**src/rtl/pdm_rx_pkg.sv**
```systemverilog
package pdm_rx_pkg;
  localparam logic [7:0] OFS_CTRL = 8'h00;
  localparam logic [7:0] OFS_MODE = 8'h04;
  localparam logic [7:0] OFS_HOLD = 8'h0C;
  localparam logic [7:0] OFS_IEN  = 8'h14;
  localparam logic [7:0] OFS_IDIS = 8'h18;
  localparam logic [7:0] OFS_IMSK = 8'h1C;
  localparam logic [7:0] OFS_ISTS = 8'h20;
  localparam logic [7:0] OFS_VER  = 8'h50;

  localparam int IRQ_N = 6;
  localparam int LVL_N = 4;
  localparam int STK_N = 2;
  // status bit positions
  localparam int ST_RDY = 0;
  localparam int ST_EMP = 1;
  localparam int ST_FUL = 2;
  localparam int ST_CHK = 3;
  localparam int ST_UDR = 4;
  localparam int ST_OVR = 5;

  localparam int CHUNK_LSB = 28;
  localparam int CHUNK_W   = 4;
endpackage

```
**src/rtl/pdm_rx_fifo.sv**
```systemverilog
module pdm_rx_fifo #(
  parameter int DEPTH = 16,
  parameter int W     = 26,
  localparam int AW   = $clog2(DEPTH),
  localparam int CW   = $clog2(DEPTH + 1)
) (
  input  logic          clk_i,
  input  logic          rst_ni,
  input  logic          flush_i,
  input  logic          push_i,
  input  logic          pop_i,
  input  logic [W-1:0]  data_i,
  output logic [W-1:0]  data_o,
  output logic [CW-1:0] cnt_o,
  output logic          full_o,
  output logic          empty_o
);
  logic [W-1:0]  mem [DEPTH];
  logic [AW-1:0] wr_ptr_q, rd_ptr_q;
  logic [CW-1:0] cnt_q;
  logic          do_push, do_pop;

  assign empty_o = (cnt_q == '0);
  assign full_o  = (cnt_q == CW'(DEPTH));
  assign do_pop  = pop_i && !empty_o;
  // a pop in the same cycle frees the slot for a push into a full FIFO
  assign do_push = push_i && (!full_o || do_pop);
  assign data_o  = mem[rd_ptr_q];
  assign cnt_o   = cnt_q;

  always_ff @(posedge clk_i) begin
    if (do_push && !flush_i) mem[wr_ptr_q] <= data_i;
  end

  always_ff @(posedge clk_i or negedge rst_ni) begin
    if (!rst_ni) begin
      wr_ptr_q <= '0;
      rd_ptr_q <= '0;
      cnt_q    <= '0;
    end else if (flush_i) begin
      wr_ptr_q <= '0;
      rd_ptr_q <= '0;
      cnt_q    <= '0;
    end else begin
      if (do_push) wr_ptr_q <= wr_ptr_q + AW'(1);
      if (do_pop)  rd_ptr_q <= rd_ptr_q + AW'(1);
      cnt_q <= cnt_q + CW'(do_push) - CW'(do_pop);
    end
  end
endmodule

```
**src/rtl/pdm_rx_irq.sv**
```systemverilog
module pdm_rx_irq
  import pdm_rx_pkg::*;
(
  input  logic             clk_i,
  input  logic             rst_ni,
  input  logic             srst_i,
  input  logic [LVL_N-1:0] lvl_i,
  input  logic [STK_N-1:0] stk_set_i,
  input  logic             stk_clr_i,
  input  logic             en_wr_i,
  input  logic             dis_wr_i,
  input  logic [IRQ_N-1:0] bits_i,
  output logic [IRQ_N-1:0] status_o,
  output logic [IRQ_N-1:0] mask_o,
  output logic [STK_N-1:0] sticky_o,
  output logic             irq_o
);
  logic [STK_N-1:0] stk_q;
  logic [IRQ_N-1:0] mask_q;

  always_ff @(posedge clk_i or negedge rst_ni) begin
    if (!rst_ni)        stk_q <= '0;
    else if (srst_i)    stk_q <= '0;
    else                stk_q <= (stk_clr_i ? '0 : stk_q) | stk_set_i;
  end

  for (genvar b = 0; b < IRQ_N; b++) begin : g_mask
    always_ff @(posedge clk_i or negedge rst_ni) begin
      if (!rst_ni)                       mask_q[b] <= 1'b0;
      else if (en_wr_i && bits_i[b])     mask_q[b] <= 1'b1;
      else if (dis_wr_i && bits_i[b])    mask_q[b] <= 1'b0;
    end
  end

  assign status_o = {stk_q, lvl_i};
  assign mask_o   = mask_q;
  assign sticky_o = stk_q;
  assign irq_o    = |(status_o & mask_q);
endmodule

```
**src/rtl/pdm_rx_regs.sv**
```systemverilog
module pdm_rx_regs
  import pdm_rx_pkg::*;
#(
  parameter int          DEPTH   = 16,
  parameter int          DATA_W  = 24,
  parameter int          CH_W    = 2,
  parameter int          ADDR_W  = 8,
  parameter logic [11:0] VERSION = 12'h1A3
) (
  input  logic              clk_i,
  input  logic              rst_ni,
  input  logic              smp_valid_i,
  input  logic [DATA_W-1:0] smp_data_i,
  input  logic [CH_W-1:0]   smp_chan_i,
  input  logic              bus_sel_i,
  input  logic              bus_we_i,
  input  logic [ADDR_W-1:0] bus_addr_i,
  input  logic [31:0]       bus_wdata_i,
  output logic [31:0]       bus_rdata_o,
  output logic              irq_o,
  output logic              dma_req_o
);
  localparam int W     = CH_W + DATA_W;
  localparam int TAG_W = 32 - DATA_W;
  localparam int CW    = $clog2(DEPTH + 1);

  logic rd, wr;
  logic hit_ctrl, hit_mode, hit_hold, hit_ien, hit_idis, hit_imsk, hit_ists, hit_ver;
  logic srst, hold_rd, ists_rd;
  logic [W-1:0]  fifo_dout;
  logic [CW-1:0] fifo_cnt;
  logic          fifo_full, fifo_empty;
  logic [CHUNK_W-1:0] chunk_q, chunk_eff;
  logic          chunk_hit;
  logic [LVL_N-1:0] lvl;
  logic [STK_N-1:0] stk_set, sticky_q;
  logic [IRQ_N-1:0] status, mask_q;
  logic [31:0]   hold_word;
  logic          wdata_unused;

  assign rd = bus_sel_i && !bus_we_i;
  assign wr = bus_sel_i && bus_we_i;

  assign hit_ctrl = bus_addr_i == ADDR_W'(OFS_CTRL);
  assign hit_mode = bus_addr_i == ADDR_W'(OFS_MODE);
  assign hit_hold = bus_addr_i == ADDR_W'(OFS_HOLD);
  assign hit_ien  = bus_addr_i == ADDR_W'(OFS_IEN);
  assign hit_idis = bus_addr_i == ADDR_W'(OFS_IDIS);
  assign hit_imsk = bus_addr_i == ADDR_W'(OFS_IMSK);
  assign hit_ists = bus_addr_i == ADDR_W'(OFS_ISTS);
  assign hit_ver  = bus_addr_i == ADDR_W'(OFS_VER);

  assign srst    = wr && hit_ctrl && bus_wdata_i[0];
  assign hold_rd = rd && hit_hold;
  assign ists_rd = rd && hit_ists;

  pdm_rx_fifo #(.DEPTH(DEPTH), .W(W)) u_fifo (
    .clk_i   (clk_i),
    .rst_ni  (rst_ni),
    .flush_i (srst),
    .push_i  (smp_valid_i),
    .pop_i   (hold_rd),
    .data_i  ({smp_chan_i, smp_data_i}),
    .data_o  (fifo_dout),
    .cnt_o   (fifo_cnt),
    .full_o  (fifo_full),
    .empty_o (fifo_empty)
  );

  always_ff @(posedge clk_i or negedge rst_ni) begin
    if (!rst_ni)               chunk_q <= CHUNK_W'(1);
    else if (wr && hit_mode)   chunk_q <= bus_wdata_i[CHUNK_LSB +: CHUNK_W];
  end

  assign chunk_eff = (chunk_q == '0) ? CHUNK_W'(1) : chunk_q;
  assign chunk_hit = fifo_cnt >= CW'(chunk_eff);

  always_comb begin
    lvl         = '0;
    lvl[ST_RDY] = !fifo_empty;
    lvl[ST_EMP] = fifo_empty;
    lvl[ST_FUL] = fifo_full;
    lvl[ST_CHK] = chunk_hit;
  end

  assign stk_set[ST_UDR-LVL_N] = hold_rd && fifo_empty;
  assign stk_set[ST_OVR-LVL_N] = smp_valid_i && fifo_full && !hold_rd;

  pdm_rx_irq u_irq (
    .clk_i     (clk_i),
    .rst_ni    (rst_ni),
    .srst_i    (srst),
    .lvl_i     (lvl),
    .stk_set_i (stk_set),
    .stk_clr_i (ists_rd),
    .en_wr_i   (wr && hit_ien),
    .dis_wr_i  (wr && hit_idis),
    .bits_i    (bus_wdata_i[IRQ_N-1:0]),
    .status_o  (status),
    .mask_o    (mask_q),
    .sticky_o  (sticky_q),
    .irq_o     (irq_o)
  );

  assign hold_word = fifo_empty ? 32'h0 :
                     {TAG_W'(fifo_dout[W-1 -: CH_W]), fifo_dout[DATA_W-1:0]};

  always_comb begin
    bus_rdata_o = '0;
    if (rd) begin
      if (hit_mode)      bus_rdata_o[CHUNK_LSB +: CHUNK_W] = chunk_q;
      else if (hit_hold) bus_rdata_o = hold_word;
      else if (hit_imsk) bus_rdata_o[IRQ_N-1:0] = mask_q;
      else if (hit_ists) bus_rdata_o[IRQ_N-1:0] = status;
      else if (hit_ver)  bus_rdata_o[11:0] = VERSION;
    end
  end

  assign dma_req_o    = chunk_hit;
  assign wdata_unused = ^{bus_wdata_i[CHUNK_LSB-1:IRQ_N], hit_imsk && wr};
endmodule

```
**config.mk**
```make
export PLATFORM = sky130hd
export DESIGN_NAME = pdm_rx_regs
export DESIGN_NICKNAME = d
export VERILOG_FILES = /design/src/rtl/pdm_rx_pkg.sv /design/src/rtl/pdm_rx_fifo.sv /design/src/rtl/pdm_rx_irq.sv /design/src/rtl/pdm_rx_regs.sv
export SDC_FILE = /design/constraint.sdc
export NUM_CORES = 1
export LEC_CHECK = 0
export BUFFER_PORTS_ARGS = -buffer_cell sky130_fd_sc_hd__buf_2
export CORE_ASPECT_RATIO = 1.4
export CORE_MARGIN = 8
export CORE_UTILIZATION = 55
export CTS_BUF_LIST = sky130_fd_sc_hd__clkbuf_2
export DETAILED_ROUTE_END_ITERATION = 10
export HOLD_SLACK_MARGIN = 0.03
export PLACE_DENSITY_LB_ADDON = 0.25
export SLEW_MARGIN = 10
export SYNTH_ARGS = -nofsm -noshare
export SYNTH_HDL_FRONTEND = slang
export SYNTH_SLANG_ARGS = --single-unit
```
**constraint.sdc**
```tcl
create_clock -name clk_i -period 11.1 [get_ports clk_i]
set_input_delay 2.22 -clock clk_i [delete_from_list [all_inputs] [get_ports clk_i]]
set_output_delay 2.22 -clock clk_i [all_outputs]
set_load 0.005 [all_outputs]
```
Yosys cells after proc, flatten, opt, wreduce, memory -nomap -nowiden
Memory sizes are Yosys's and may differ from the RTL's.
Cells that the tools add are included.
Widths: inputs -> output; s select.
{"block": "op_classes", "multipliers": 0, "magnitude_cmp": 1, "n_eq_ne": 8, "div_mod_pow": 0, "addsub": 4, "bitwise": 2, "n_shift": 0, "reduce_logical": 45, "mux": 33}
{"operator": "$mux 26", "n": 2}
{"operator": "$mux 32", "n": 1}
{"operator": "$logic_and 1x1->1", "n": 27}
{"operator": "$eq 8x5->1 const B", "n": 3}
{"operator": "$mux 4", "n": 6}
{"operator": "$reduce_bool 2->1", "n": 8}
{"operator": "$mux 1", "n": 14}
{"operator": "$mux 14", "n": 1}
{"operator": "$mux 12", "n": 1}
{"operator": "$mux 6", "n": 2}
{"operator": "$mux 9", "n": 1}
{"operator": "$add 4x1->4 const B", "n": 2}
{"operator": "$eq 8x3->1 const B", "n": 1}
{"operator": "$eq 8x4->1 const B", "n": 1}
{"operator": "$eq 8x6->1 const B", "n": 1}
{"operator": "$eq 8x7->1 const B", "n": 1}
{"operator": "$logic_not 8->1", "n": 1}
{"operator": "$and 6x6->6", "n": 1}
{"operator": "$mux 3", "n": 2}
{"operator": "$reduce_or 6->1", "n": 1}
{"operator": "$add 5x1->5", "n": 1}
{"operator": "$eq 5x5->1 const B", "n": 1}
{"operator": "$ge 5x4->1", "n": 1}
{"operator": "$logic_not 1->1", "n": 5}
{"operator": "7 further kinds", "n": 8}
{"block": "word_totals", "reg_bits": 25, "mem_bits_ro": 0, "inputBits": 71, "memories": 1, "output_inout_bits": 34, "wordCells": 105, "mem_bits_rw": 416, "latchBits": 0}
{"name": "u_fifo.mem", "words": 16, "width": 26, "rd": 1, "rd_ports_with_merged_regs": 0, "write_ports": 1, "line": "pdm_rx_fifo.sv:18", "source": "logic [W-1:0] mem [DEPTH];"}

Longest topological paths before layout
Gate-level depths: netlist of the first run.
{"block": "depth", "depth_word": 9, "mapped_depth": 17, "depth_no_buf": 15}

Modules after synthesis
From an unflattened synthesis of the first run, not the netlist that was laid out.
{"block": "unflattened", "hier_cells": 1004, "hier_area_um2": 18047.3}
{"mod": "pdm_rx_fifo", "area_each_um2": 16857.4, "instances": 1, "seq_area_each_um2": 12817.3, "cells_each": 853}
{"mod": "pdm_rx_regs", "area_each_um2": 812.0, "instances": 1, "seq_area_each_um2": 101.3, "cells_each": 115}
{"mod": "pdm_rx_irq", "area_each_um2": 377.9, "instances": 1, "seq_area_each_um2": 200.2, "cells_each": 36}

Worst setup path before layout of the first run
No wires, ideal clock.
{"block": "synth_path", "path_kind": "input-to-reg", "from": "in bus_addr_i[4]", "to": "mem u_fifo.mem[4][0] (enable)", "cell_stages": 5, "setup_time_ns": 0.475, "path_slack_ns": 4.847, "path_buffers": 1, "arrival_ns": 5.778, "required_ns": 10.625, "cell_sequence": "or4_4 > nor3_4 > o21ai_2 > buf_6 > nor4_1"}
{"block": "synth_via", "elab_chain_cells": 8, "elab_cells_between_ends": 12, "classes_between": "1 x eq/ne; 2 x mux; 9 x reduce/logical"}
{"item": "from (decl)", "line": "pdm_rx_regs.sv:17", "source": "input logic [ADDR_W-1:0] bus_addr_i,"}
{"item": "$eq 8x4->1", "line": "pdm_rx_regs.sv:46", "source": "assign hit_hold = bus_addr_i == ADDR_W'(OFS_HOLD);"}
{"item": "$logic_and 1x1->1", "line": "pdm_rx_regs.sv:54", "source": "assign hold_rd = rd && hit_hold;"}
{"item": "$logic_and 1x1->1", "line": "pdm_rx_fifo.sv:25", "source": "assign do_pop = pop_i && !empty_o;"}
{"item": "$logic_or 1x1->1", "line": "pdm_rx_fifo.sv:27", "source": "assign do_push = push_i && (!full_o || do_pop);"}
{"item": "$logic_and 1x1->1", "line": "pdm_rx_fifo.sv:27"}
{"item": "$logic_and 1x1->1 *", "line": "pdm_rx_fifo.sv:32", "source": "if (do_push && !flush_i) mem[wr_ptr_q] <= data_i;"}
{"item": "$mux 1 *", "line": "pdm_rx_fifo.sv:32"}
{"item": "$mux 1 (not written as such) *", "line": "pdm_rx_fifo.sv:32"}
{"item": "to (decl)", "line": "pdm_rx_fifo.sv:18"}
Every way passes the cells marked *; elsewhere a longest branch is shown, timed or not.

Final worst setup path of the first run
{"block": "layout_path", "from": "reg u_fifo.rd_ptr_q[0]", "to": "out bus_rdata_o[20]"}
{"block": "layout_via", "elab_chain_cells": 5}
{"item": "from (decl)", "line": "pdm_rx_fifo.sv:19", "source": "logic [AW-1:0] wr_ptr_q, rd_ptr_q;"}
{"item": "from (signal assigned)", "line": "pdm_rx_fifo.sv:46", "source": "if (do_pop) rd_ptr_q <= rd_ptr_q + AW'(1);"}
{"item": "$mem_v2 16x26"}
{"item": "$mux 26", "line": "pdm_rx_regs.sv:105", "source": "assign hold_word = fifo_empty ? 32'h0 :"}
{"item": "$mux 14", "line": "pdm_rx_regs.sv:112", "source": "else if (hit_hold) bus_rdata_o = hold_word;"}
{"item": "$mux 26", "line": "pdm_rx_regs.sv:111", "source": "if (hit_mode) bus_rdata_o[CHUNK_LSB +: CHUNK_W] = chunk_q;"}
{"item": "$mux 32", "line": "pdm_rx_regs.sv:110", "source": "if (rd) begin"}
{"item": "to (decl)", "line": "pdm_rx_regs.sv:19", "source": "output logic [31:0] bus_rdata_o,"}
Every way passes these cells.

==> results of run 1 <==
[synth_stat cells, types with 2 or more instances]
cell type  number  area (um2)
clkbuf_8        8         110
edfxtp_1      416       12500
nand3b_1        2        15.0
xnor2_1         3        26.3
nor4_1          5        31.3
o21ai_0        27         135
and3b_1         2        17.5
mux2i_1        43         430
a22oi_1        17         128
nor2b_1         8        50.1
a22o_1          6        52.6
a21oi_1        42         210
nand2_1        44         165
nor3_1          8        40.0
nor3b_1         2        15.0
a311oi_1        6        52.6
dfrtp_1        24         601
o22ai_1         2        12.5
mux4_2         67        1510
a31oi_1         5        31.3
buf_2           8        40.0
buf_8           2        30.0
ha_1           15         188
and2_1         20         125
buf_4           9        67.6
buf_1           2        7.51
nand3_1        12        60.1
clkbuf_1       10        37.5
nor2_1         19        71.3
or3_1           4        25.0
inv_1          19        71.3
nand2b_1        3        18.8
mux4_1         16         420
o21ai_1         2        10.0
nand4_1         4        25.0
xor2_1          4        35.0
mux2_2         19         214
buf_12          2        40.0
a221oi_1       12         105
buf_6           9         101
[registers in the layout (all words and copies together), names as in the netlist]
register,flops
chunk_q,4
u_irq.mask_o,6
u_fifo.rd_ptr_q,4
u_fifo.mem,416
u_irq.sticky_o,2
u_fifo.wr_ptr_q,4
u_fifo.cnt_o,5
[worst min path at each step]
stage,slack (ns),endpoint,depth (start not counted),from
global placement,0.49,u_irq.mask_o[2]$_DFFE_PN0P_,1,u_irq.mask_o[2]$_DFFE_PN0P_
floorplan,0.47,u_irq.mask_o[2]$_DFFE_PN0P_,1,u_irq.mask_o[2]$_DFFE_PN0P_
detailed placement,0.51,u_irq.mask_o[2]$_DFFE_PN0P_,1,u_irq.mask_o[2]$_DFFE_PN0P_
global route,0.54,u_irq.mask_o[2]$_DFFE_PN0P_,1,u_irq.mask_o[2]$_DFFE_PN0P_
CTS,0.53,u_irq.mask_o[2]$_DFFE_PN0P_,1,u_irq.mask_o[2]$_DFFE_PN0P_
finish,0.54,u_irq.mask_o[2]$_DFFE_PN0P_,1,u_irq.mask_o[2]$_DFFE_PN0P_
[through the flow]
| step | std cells | instance area (um2) | power, W | util |
|---|---|---|---|---|
| 2_1_floorplan | 955 | 18100 | 0.00234 | - |
| 3_3_place_gp | 1440 | 18800 | 0.00247 | 0.579 |
| 3_5_place_dp | 1440 | 18800 | 0.00250 | 0.579 |
| 4_1_cts | 1616 | 19700 | 0.00348 | 0.607 |
| 5_1_grt | 1619 | 19700 | 0.00361 | 0.607 |
| 6_report | 1621 | 19700 | 0.00344 | 0.607 |
[layer usage]
layer | part of all wire | vias to the layer above | global-route usage | wire length, um
li1 | - | 4242 | - | -
met1 | 0.40 | 4850 | 0.232 | 15100
met2 | 0.52 | 330 | 0.342 | 19800
met3 | 0.056 | 77 | 0.0485 | 2120
met4 | 0.028 | 0 | 0.0862 | 1070
met5 | 0 | - | 0 | 0
[logic make-up (layout without fill, tap and decap cells)]
kind of cell | after synthesis | after routing | synth area share
flops | 441 | 441 | 0.725
mux | 145 | 145 | 0.142
simple gates | 145 | 145 | 0.0441
compound gates | 128 | 128 | 0.0448
buf+inv | 71 | 292 | 0.0284
fa+ha+maj | 16 | 16 | 0.0115
xor+xnor | 7 | 7 | 0.00339
other cells | 1 | 7 | 0.000207
[where the power goes]
| group | total [W] | leakage, nW | switching [W] | internal, W |
|---|---|---|---|---|
| sequential | 0.00205 | 4.07 | 0.0000631 | 0.00199 |
| clock | 0.000988 | 0.675 | 0.000602 | 0.000385 |
| combinational | 0.000398 | 1.79 | 0.000254 | 0.000144 |
[final cells by class]
type | instances | area (um2) | area share
diodes | 5 | 12.5 | 0.000636
clock inverters | 36 | 191 | 0.00973
inverters | 21 | 80.1 | 0.00407
repair buffers | 95 | 513 | 0.0261
flip-flops and latches | 441 | 13100 | 0.667
well taps | 440 | 551 | 0.0280
clock buffers | 140 | 701 | 0.0356
multi-input cells | 443 | 4490 | 0.228
[critical path, cell delays in order (launching register included)]
cell and delay, ns:
dfrtp_4 0.95, buf_4 0.75, buf_4 0.66, mux2_2 0.40, o21ai_0 0.17, a21oi_1 0.11
a22oi_1 0.19, a21oi_1 0.10, buf_2 0.18
==> qor.txt, run 1 <==
GRT overflow = 0
Max Freq = 147 MHz
commonest non-fill, non-tap cell in the layout = edfxtp_1
clk slew on worst S/H paths = 0.11 ns
worst r2r dst = u_fifo.cnt_o[4]$_DFF_PN0_
Residual DRC = 0
final layout net count = 1189
ys flop type = edfxtp_1
clk buf depth = 3
Hold WC Path Type = flop to flop
Synth-to-Final Area Change = 8.74%
GRT Util Overall = 0.198
Worst Path Max Fanout = 48
hold bufs inserted after CTS = 0
Worst setup SP type = flop
Worst Reg-to-Reg Cells = 15
status = finished clean
max-capacitance violation count = 0
worst slew pin tran = 1.15 ns
syn avg cell area = 19.0 um2
setup ws final = 4.32 ns
Synth Cell Area = 18100 um2
first-pass GRT wire length = 57.5 mm
clk sinks = 441
initial antenna violation count = 3
die area = 39000 um2
Slew Limit Fails = 0
maximum vdd drop = 0.0989 mV
Vias per Instance = 5.86
setup TNS = 0 ns
Skew-Pair Late Insertion Delay = 1.01 ns
FILL cells = 2476
r2r startpoint = u_fifo.cnt_o[3]$_DFF_PN0_
initial core utilization = 0.558
period utilization = 0.611
vias in the first global route = 9949
DR pass1 iterations = 5
Yosys cell types = 66
num ports = 105
Die Wd = 169 um
vias = 9499
CP Data Arrival Time = 4.56 ns
flop-to-flop setup slack = 6.77 ns
Resized cells post-CTS = 0
PwrDens = 175 nW/um2
commonest cells after routing, fill and taps aside = edfxtp_1 (416), clkbuf_2 (140), buf_2 (80)
EDFF count, synth = 416
DRT Wirelength = 38.1 mm
routability cong. = 0.862
Lkg Pwr = 6.54 nW
routed length per placed instance = 23.5 um
Routed Antenna Nets = 0
Async S/R FF share, synth = 0.0567
Critical Path Source = u_fifo.rd_ptr_q[0]$_DFFE_PN0P_
TritonCTS clock tree = yes
clk_skew = 0.0603 ns
IO Port Bufs = 80
Setup crit end kind = primary output
dpl ws = 4.41 ns
layout cells sized above 1 = 0.298
largest net degree at the start of global routing = 55
final critical-path required period = 6.78 ns
htree depth = 3
final setup fails = 0
Critical Path RT = 8.88 ns
core area = 32400 um2
total CTS buffers = 100
# rows = 78
height of the die = 231 um
Post-CTS Setup Repair Bufs = 0
Yosys reg bits = 441
final count of hold timing violations = 0
relative slew slack = 0.229
root buffer cell = clkbuf_2
DP Wirelength = 20.5 mm
yosys warns = 0
critical path type = flop to primary output
Fin Hold WS = 0.535 ns
Seq/Total Area, Yosys = 0.725
Worst Setup EP = bus_rdata_o[20]
1st-iter DRT viols = 791
unrepaired setup endpoints after global routing = false
Cells after Synth = 954
(Power assumes the default switching activity.)
==> inputs of run 2 (changes only) <==
==> constraint.sdc (replaced) <==
create_clock -name clk_i -period 6.6 [get_ports clk_i]
set_input_delay 1.32 -clock clk_i [delete_from_list [all_inputs] [get_ports clk_i]]
set_output_delay 1.32 -clock clk_i [all_outputs]
set_load 0.005 [all_outputs]
==> run 2 against run 1 <==
Sequential share of layout area is 0.12 points lower; sequential cell count stayed put; power is 69% higher; final area is 0.18% higher; clock power is 70% higher; combinational power is 68% higher; via count hardly changed; first-iteration DRC count is 1.8% lower; clock-buffer cell count is 6 higher; critical path type unchanged; critical endpoint is now bus_rdata_o[25]; largest power group unchanged.
==> qor.txt, run 2 (synthesis gave the netlist of run 1 again) <==
max reg flops = 416 (unchanged)
initial core utilization = 0.558 (unchanged)
Skew-Pair Late Insertion Delay = 1.00 ns (was 1.01 ns)
Max Freq = 191 MHz
relative slew slack = 0.309 (was 0.229)
die area = 39000 um2 (unchanged)
period utilization = 0.794
critical path's slowest cell = nand2_1 (was dfrtp_4)
FILL cells = 2477 (was 2476)
DRT Wirelength = 37.6 mm (was 38.1 mm)
slowest cell delay on critical path = 0.68 ns (was 0.95 ns)
initial antenna violation count = 3 (unchanged)
setup TNS = 0 ns (unchanged)
PwrDens = 295 nW/um2 (was 175 nW/um2)
Routed Antenna Nets = 0 (unchanged)
sw frac = 0.266 (was 0.267)
Comb power frac = 0.115 (was 0.116)
max-capacitance violation count = 0 (unchanged)
Worst Path Max Fanout = 13 (was 48)
Critical Path Source = u_fifo.cnt_o[2]$_DFF_PN0_ (was u_fifo.rd_ptr_q[0]$_DFFE_PN0P_)
dpl cells = 1442 (was 1440)
IO Port Bufs = 80 (unchanged)
maximum vdd drop = 0.138 mV (was 0.0989 mV)
cell area after layout = 19700 um2 (about the same)
DP Wirelength = 21.0 mm (was 20.5 mm)
hold bufs inserted after CTS = 0 (unchanged)
commonest cells after routing, fill and taps aside = edfxtp_1 (416), clkbuf_2 (146), buf_2 (80) (was edfxtp_1 (416), clkbuf_2 (140), buf_2 (80))
clk_skew = 0.0547 ns (was 0.0603 ns)
flop-to-flop setup slack = 2.33 ns (was 6.77 ns)
final count of hold timing violations = 0 (unchanged)
Reg power frac = 0.595 (was 0.597)
Setup crit end kind = primary output (unchanged)
worst slew pin tran = 1.04 ns (was 1.15 ns)
Switch Pwr = 0.00154 W (was 0.000919 W)
routed length per placed instance = 23.2 um (was 23.5 um)
critical path type = flop to primary output (unchanged)
largest net degree at the start of global routing = 64 (was 55)
r2r startpoint = u_fifo.cnt_o[2]$_DFF_PN0_ (was u_fifo.cnt_o[3]$_DFF_PN0_)
Critical Path RT = 5.28 ns (was 8.88 ns)
Crit path max-delay family = simple AND/OR/NAND/NOR gates (was buffers and inverters)
num ports = 105 (unchanged)
vias = 9497 (was 9499)
Final Instance Count excl. Fillers = 1622 (was 1621)
Final Util = 0.608 (was 0.607)
status = finished clean (unchanged)
TritonCTS clock tree = yes (unchanged)
Synth-to-Final Area Change = 8.94% (was 8.74%)
CP Data Arrival Time = 3.92 ns (was 4.56 ns)
Slew Limit Fails = 0 (unchanged)
P_int = 0.00426 W (was 0.00252 W)
clk slew on worst S/H paths = 0.10 ns (was 0.11 ns)
htree depth = 3 (unchanged)
routability cong. = 0.859 (was 0.862)
final setup fails = 0 (unchanged)
Hold WC Path Type = primary input to asynchronous set/reset pin (was flop to flop)
1st-iter DRT viols = 777 (was 791)
Clk network pwr share = 0.289 (was 0.287)
unrepaired setup endpoints after global routing = false (unchanged)
Die Wd = 169 um (unchanged)
final critical-path required period = 5.24 ns
commonest non-fill, non-tap cell in the layout = edfxtp_1 (unchanged)
GRT Util Overall = 0.195 (was 0.198)
Resized cells post-CTS = 0 (unchanged)
Fin Hold WS = 0.326 ns (was 0.535 ns)
vias in the first global route = 10044 (was 9949)
GRT overflow = 0 (unchanged)
Top reg by flops = u_fifo.mem (unchanged)
placed instance area = 18800 um2 (about the same)
worst-path cell chain = inv_1 -> ha_1 -> or4b_1 -> nand2_1 -> clkinv_2 -> and2_1 -> buf_2 (was buf_4 -> buf_4 -> mux2_2 -> o21ai_0 -> a21oi_1 -> a22oi_1 -> a21oi_1 -> buf_2)
final layout net count = 1188 (was 1189)
DR pass1 iterations = 5 (unchanged)
Lkg Pwr = 6.59 nW (was 6.54 nW)
root buffer cell = clkbuf_2 (unchanged)
total CTS buffers = 97 (was 100)
clk buf depth = 3 (unchanged)
Buf+Inv Stages, Crit Path = 3 (unchanged)
first-pass GRT wire length = 56.9 mm (was 57.5 mm)
layout cells sized above 1 = 0.310 (was 0.298)
height of the die = 231 um (unchanged)
core area = 32400 um2 (unchanged)
Vias per Instance = 5.86 (about the same)
Residual DRC = 0 (unchanged)
# rows = 78 (unchanged)
clk sinks = 441 (unchanged)
Post-CTS Setup Repair Bufs = 0 (unchanged)
Worst setup SP type = flop (unchanged)
==> run 2: cell type report <==
type                            instances  area [um2]  share of cell area
Clock inverter                         30         173             0.00876
Inverter                               21        80.1             0.00406
Timing Repair Buffer                   97         541              0.0274
Antenna cell                            4        10.0            0.000508
Multi-Input combinational cell        443        4490               0.228
Clock buffer                          146         731              0.0371
Tap cell                              440         551              0.0279
Sequential cell                       441       13100               0.666
==> run 2: metal layers <==
layer  wire (um)  GRT usage  vias to the layer above
met5           0          0                        -
met4         917     0.0876                        0
met3        2410     0.0470                       75
met2       19500      0.334                      347
met1       14800      0.231                     4824
li1            -          -                     4251
==> run 2: worst paths after layout <==
kind | endpoint | cells after the start
setup / recovery | bus_rdata_o[25] | 7
hold / removal | u_fifo.cnt_o[2]$_DFF_PN0_ | 1
setup reg to reg | u_fifo.cnt_o[4]$_DFF_PN0_ | 15
hold reg to reg | u_irq.mask_o[2]$_DFFE_PN0P_ | 1
max in group asynchronous | u_fifo.rd_ptr_q[1]$_DFFE_PN0P_ | 1
min in group clk_i | u_irq.mask_o[2]$_DFFE_PN0P_ | 1
==> run 2: power groups by stage <==
stage / clock [W] / combinational [W] / sequential (W)
after CTS: 0.00173 / 0.000683 / 0.00346
after global placement: 0 / 0.000662 / 0.00351
after detailed placement: 0 / 0.000678 / 0.00352
final: 0.00168 / 0.000669 / 0.00346
after floorplan: 0 / 0.000455 / 0.00347
after global routing: 0.00186 / 0.000743 / 0.00348
==> run 2: stage by stage <==
| step | setup WS [ns] | power [W] |
|---|---|---|
| finish | 1.36 | 0.00581 |
| global route | 1.01 | 0.00608 |
| CTS | 1.19 | 0.00587 |
| detailed placement | 1.73 | 0.00420 |
| global placement | 1.73 | 0.00417 |
| floorplan | 1.25 | 0.00393 |
==> inputs of run 3 (changes only) <==
==> constraint.sdc (replaced) <==
create_clock -name clk_i -period 4.4 [get_ports clk_i]
set_input_delay 0.88 -clock clk_i [delete_from_list [all_inputs] [get_ports clk_i]]
set_output_delay 0.88 -clock clk_i [all_outputs]
set_load 0.005 [all_outputs]
==> run 3 against run 2 <==
Utilization increased by 2.0 points; clock power up 70%; worst setup slack lost 1.1 ns; combinational power increased by 63%; sequential cell count unchanged; first-iteration DRC count is 13% lower; final cell count is 2.7% higher; die area stayed put; via count grew 1.9%; power up 57%; largest power group unchanged; non-clock buffer count rose by 41; wire length up 2.4%.
==> qor.txt, run 3 (synthesis gave the netlist of run 1 again) <==
DRT Wirelength = 38.5 mm (was 37.6 mm)
worst slew pin tran = 0.806 ns (was 1.04 ns)
max reg flops = 416 (unchanged)
layout cells sized above 1 = 0.325 (was 0.310)
root buffer cell = clkbuf_2 (unchanged)
Synth-to-Final Area Change = 12.5% (was 8.94%)
GRT Util Overall = 0.202 (was 0.195)
Critical Path RT = 3.52 ns (was 5.28 ns)
Residual DRC = 0 (unchanged)
DP Wirelength = 22.7 mm (was 21.0 mm)
dpl cells = 1463 (was 1442)
Critical Path Source = u_fifo.rd_ptr_q[1]$_DFFE_PN0P_ (was u_fifo.cnt_o[2]$_DFF_PN0_)
commonest non-fill, non-tap cell in the layout = edfxtp_1 (unchanged)
Die Wd = 169 um (unchanged)
Vias per Instance = 5.81 (was 5.86)
Final Instance Count excl. Fillers = 1665 (was 1622)
min-delay src = bus_wdata_i[1]
clk slew on worst S/H paths = 0.12 ns (was 0.10 ns)
critical path type = flop to primary output (unchanged)
Total Power = 0.00912 W (was 0.00581 W)
routability cong. = 0.859 (about the same)
vias in the first global route = 10303 (was 10044)
routed length per placed instance = 23.1 um (was 23.2 um)
PwrDens = 448 nW/um2 (was 295 nW/um2)
vias = 9677 (was 9497)
final layout net count = 1231 (was 1188)
status = finished clean (unchanged)
placed instance area = 19000 um2 (was 18800 um2)
max-capacitance violation count = 0 (unchanged)
initial antenna violation count = 3 (unchanged)
height of the die = 231 um (unchanged)
first-pass GRT wire length = 59.0 mm (was 56.9 mm)
htree depth = 3 (unchanged)
core area = 32400 um2 (unchanged)
total CTS buffers = 99 (was 97)
relative slew slack = 0.463 (was 0.309)
GRT overflow = 0 (unchanged)
# rows = 78 (unchanged)
clk buf depth = 3 (unchanged)
Routed Antenna Nets = 0 (unchanged)
maximum vdd drop = 0.304 mV (was 0.138 mV)
Top reg by flops = u_fifo.mem (unchanged)
final count of hold timing violations = 0 (unchanged)
period utilization = 0.946
clk_skew = 0.0823 ns (was 0.0547 ns)
final setup fails = 0 (unchanged)
Slew Limit Fails = 0 (unchanged)
TritonCTS clock tree = yes (unchanged)
Lkg Pwr = 6.88 nW (was 6.59 nW)
r2r startpoint = u_fifo.cnt_o[2]$_DFF_PN0_ (unchanged)
Worst setup SP type = flop (unchanged)
num ports = 105 (unchanged)
IO Port Bufs = 80 (unchanged)
DR pass1 iterations = 5 (unchanged)
Skew-Pair Late Insertion Delay = 1.00 ns (about the same)
commonest cells after routing, fill and taps aside = edfxtp_1 (416), clkbuf_2 (134), buf_2 (80) (was edfxtp_1 (416), clkbuf_2 (146), buf_2 (80))
unrepaired setup endpoints after global routing = false (unchanged)
largest net degree at the start of global routing = 45 (was 64)
Worst Path Max Fanout = 24 (was 13)
cell area after layout = 20300 um2 (was 19700 um2)
Max Freq = 240 MHz
Setup crit end kind = primary output (unchanged)
Hold WC Path Type = primary input to flop (was primary input to asynchronous set/reset pin)
initial core utilization = 0.558 (unchanged)
die area = 39000 um2 (unchanged)
final critical-path required period = 4.16 ns
flop-to-flop setup slack = 1.04 ns (was 2.33 ns)
1st-iter DRT viols = 676 (was 777)
CP Data Arrival Time = 3.28 ns (was 3.92 ns)
clk sinks = 441 (unchanged)
## run 3: worst max-delay path, cell delays in order (launching register included)
cell and delay [ns]:
dfrtp_4 0.73, buf_4 0.42, mux4_1 0.39, mux4_2 0.46
and2_1 0.17, buf_2 0.12
## run 3: worst paths after layout
path,to,cells after the start
max in group asynchronous,u_fifo.rd_ptr_q[1]$_DFFE_PN0P_,2
min,u_irq.mask_o[1]$_DFFE_PN0P_,2
min in group asynchronous,u_fifo.wr_ptr_q[3]$_DFFE_PN0P_,2
min reg2reg,u_irq.mask_o[2]$_DFFE_PN0P_,1
max,bus_rdata_o[17],5
max reg2reg,u_fifo.cnt_o[4]$_DFF_PN0_,15
## run 3: cell type report
type                       count  area [um2]
antenna                        3        7.51
clock buffer                 134         671
clock inverter                45         400
fill                        2372       12100
inverter                      21        80.1
multi-input combinational    443        4500
sequential                   441       13100
tap                          440         551
timing repair buffer         138        1010
## run 3: power by group
part           switching (W)  internal [W]  total, W
combinational       0.000660      0.000430   0.00109
sequential          0.000152       0.00502   0.00517
clock                0.00155       0.00131   0.00286
## run 3: routing by layer
layer	up-vias	global-route usage	wire length, um
met5	-	0	0
met4	0	0.101	1180
met3	77	0.0458	2360
met2	342	0.343	19900
met1	4916	0.239	15000
li1	4342	-	-
## run 3: per-stage QoR
| stage | hold slack, ns | utilization | setup slack [ns] | setup TNS, ns |
|---|---|---|---|---|
| floorplan | 0.466 | - | -0.513 | -39.99 |
| global placement | 0.494 | 0.588 | 0.746 | 0 |
| detailed placement | 0.514 | 0.588 | 0.750 | 0 |
| CTS | 0.0491 | 0.624 | 0.0546 | 0 |
| global route | 0.0867 | 0.628 | 0.0642 | 0 |
| finish | 0.176 | 0.628 | 0.238 | 0 |
## run 3: repair_timing
item | in CTS | in global routing
setup buffers | 2 | 11
gates resized for setup | 1 | 2
hold endpoints to repair | 30 | 0
endpoints found under the setup margin | 16 | 5
hold buffers | 7 | 0
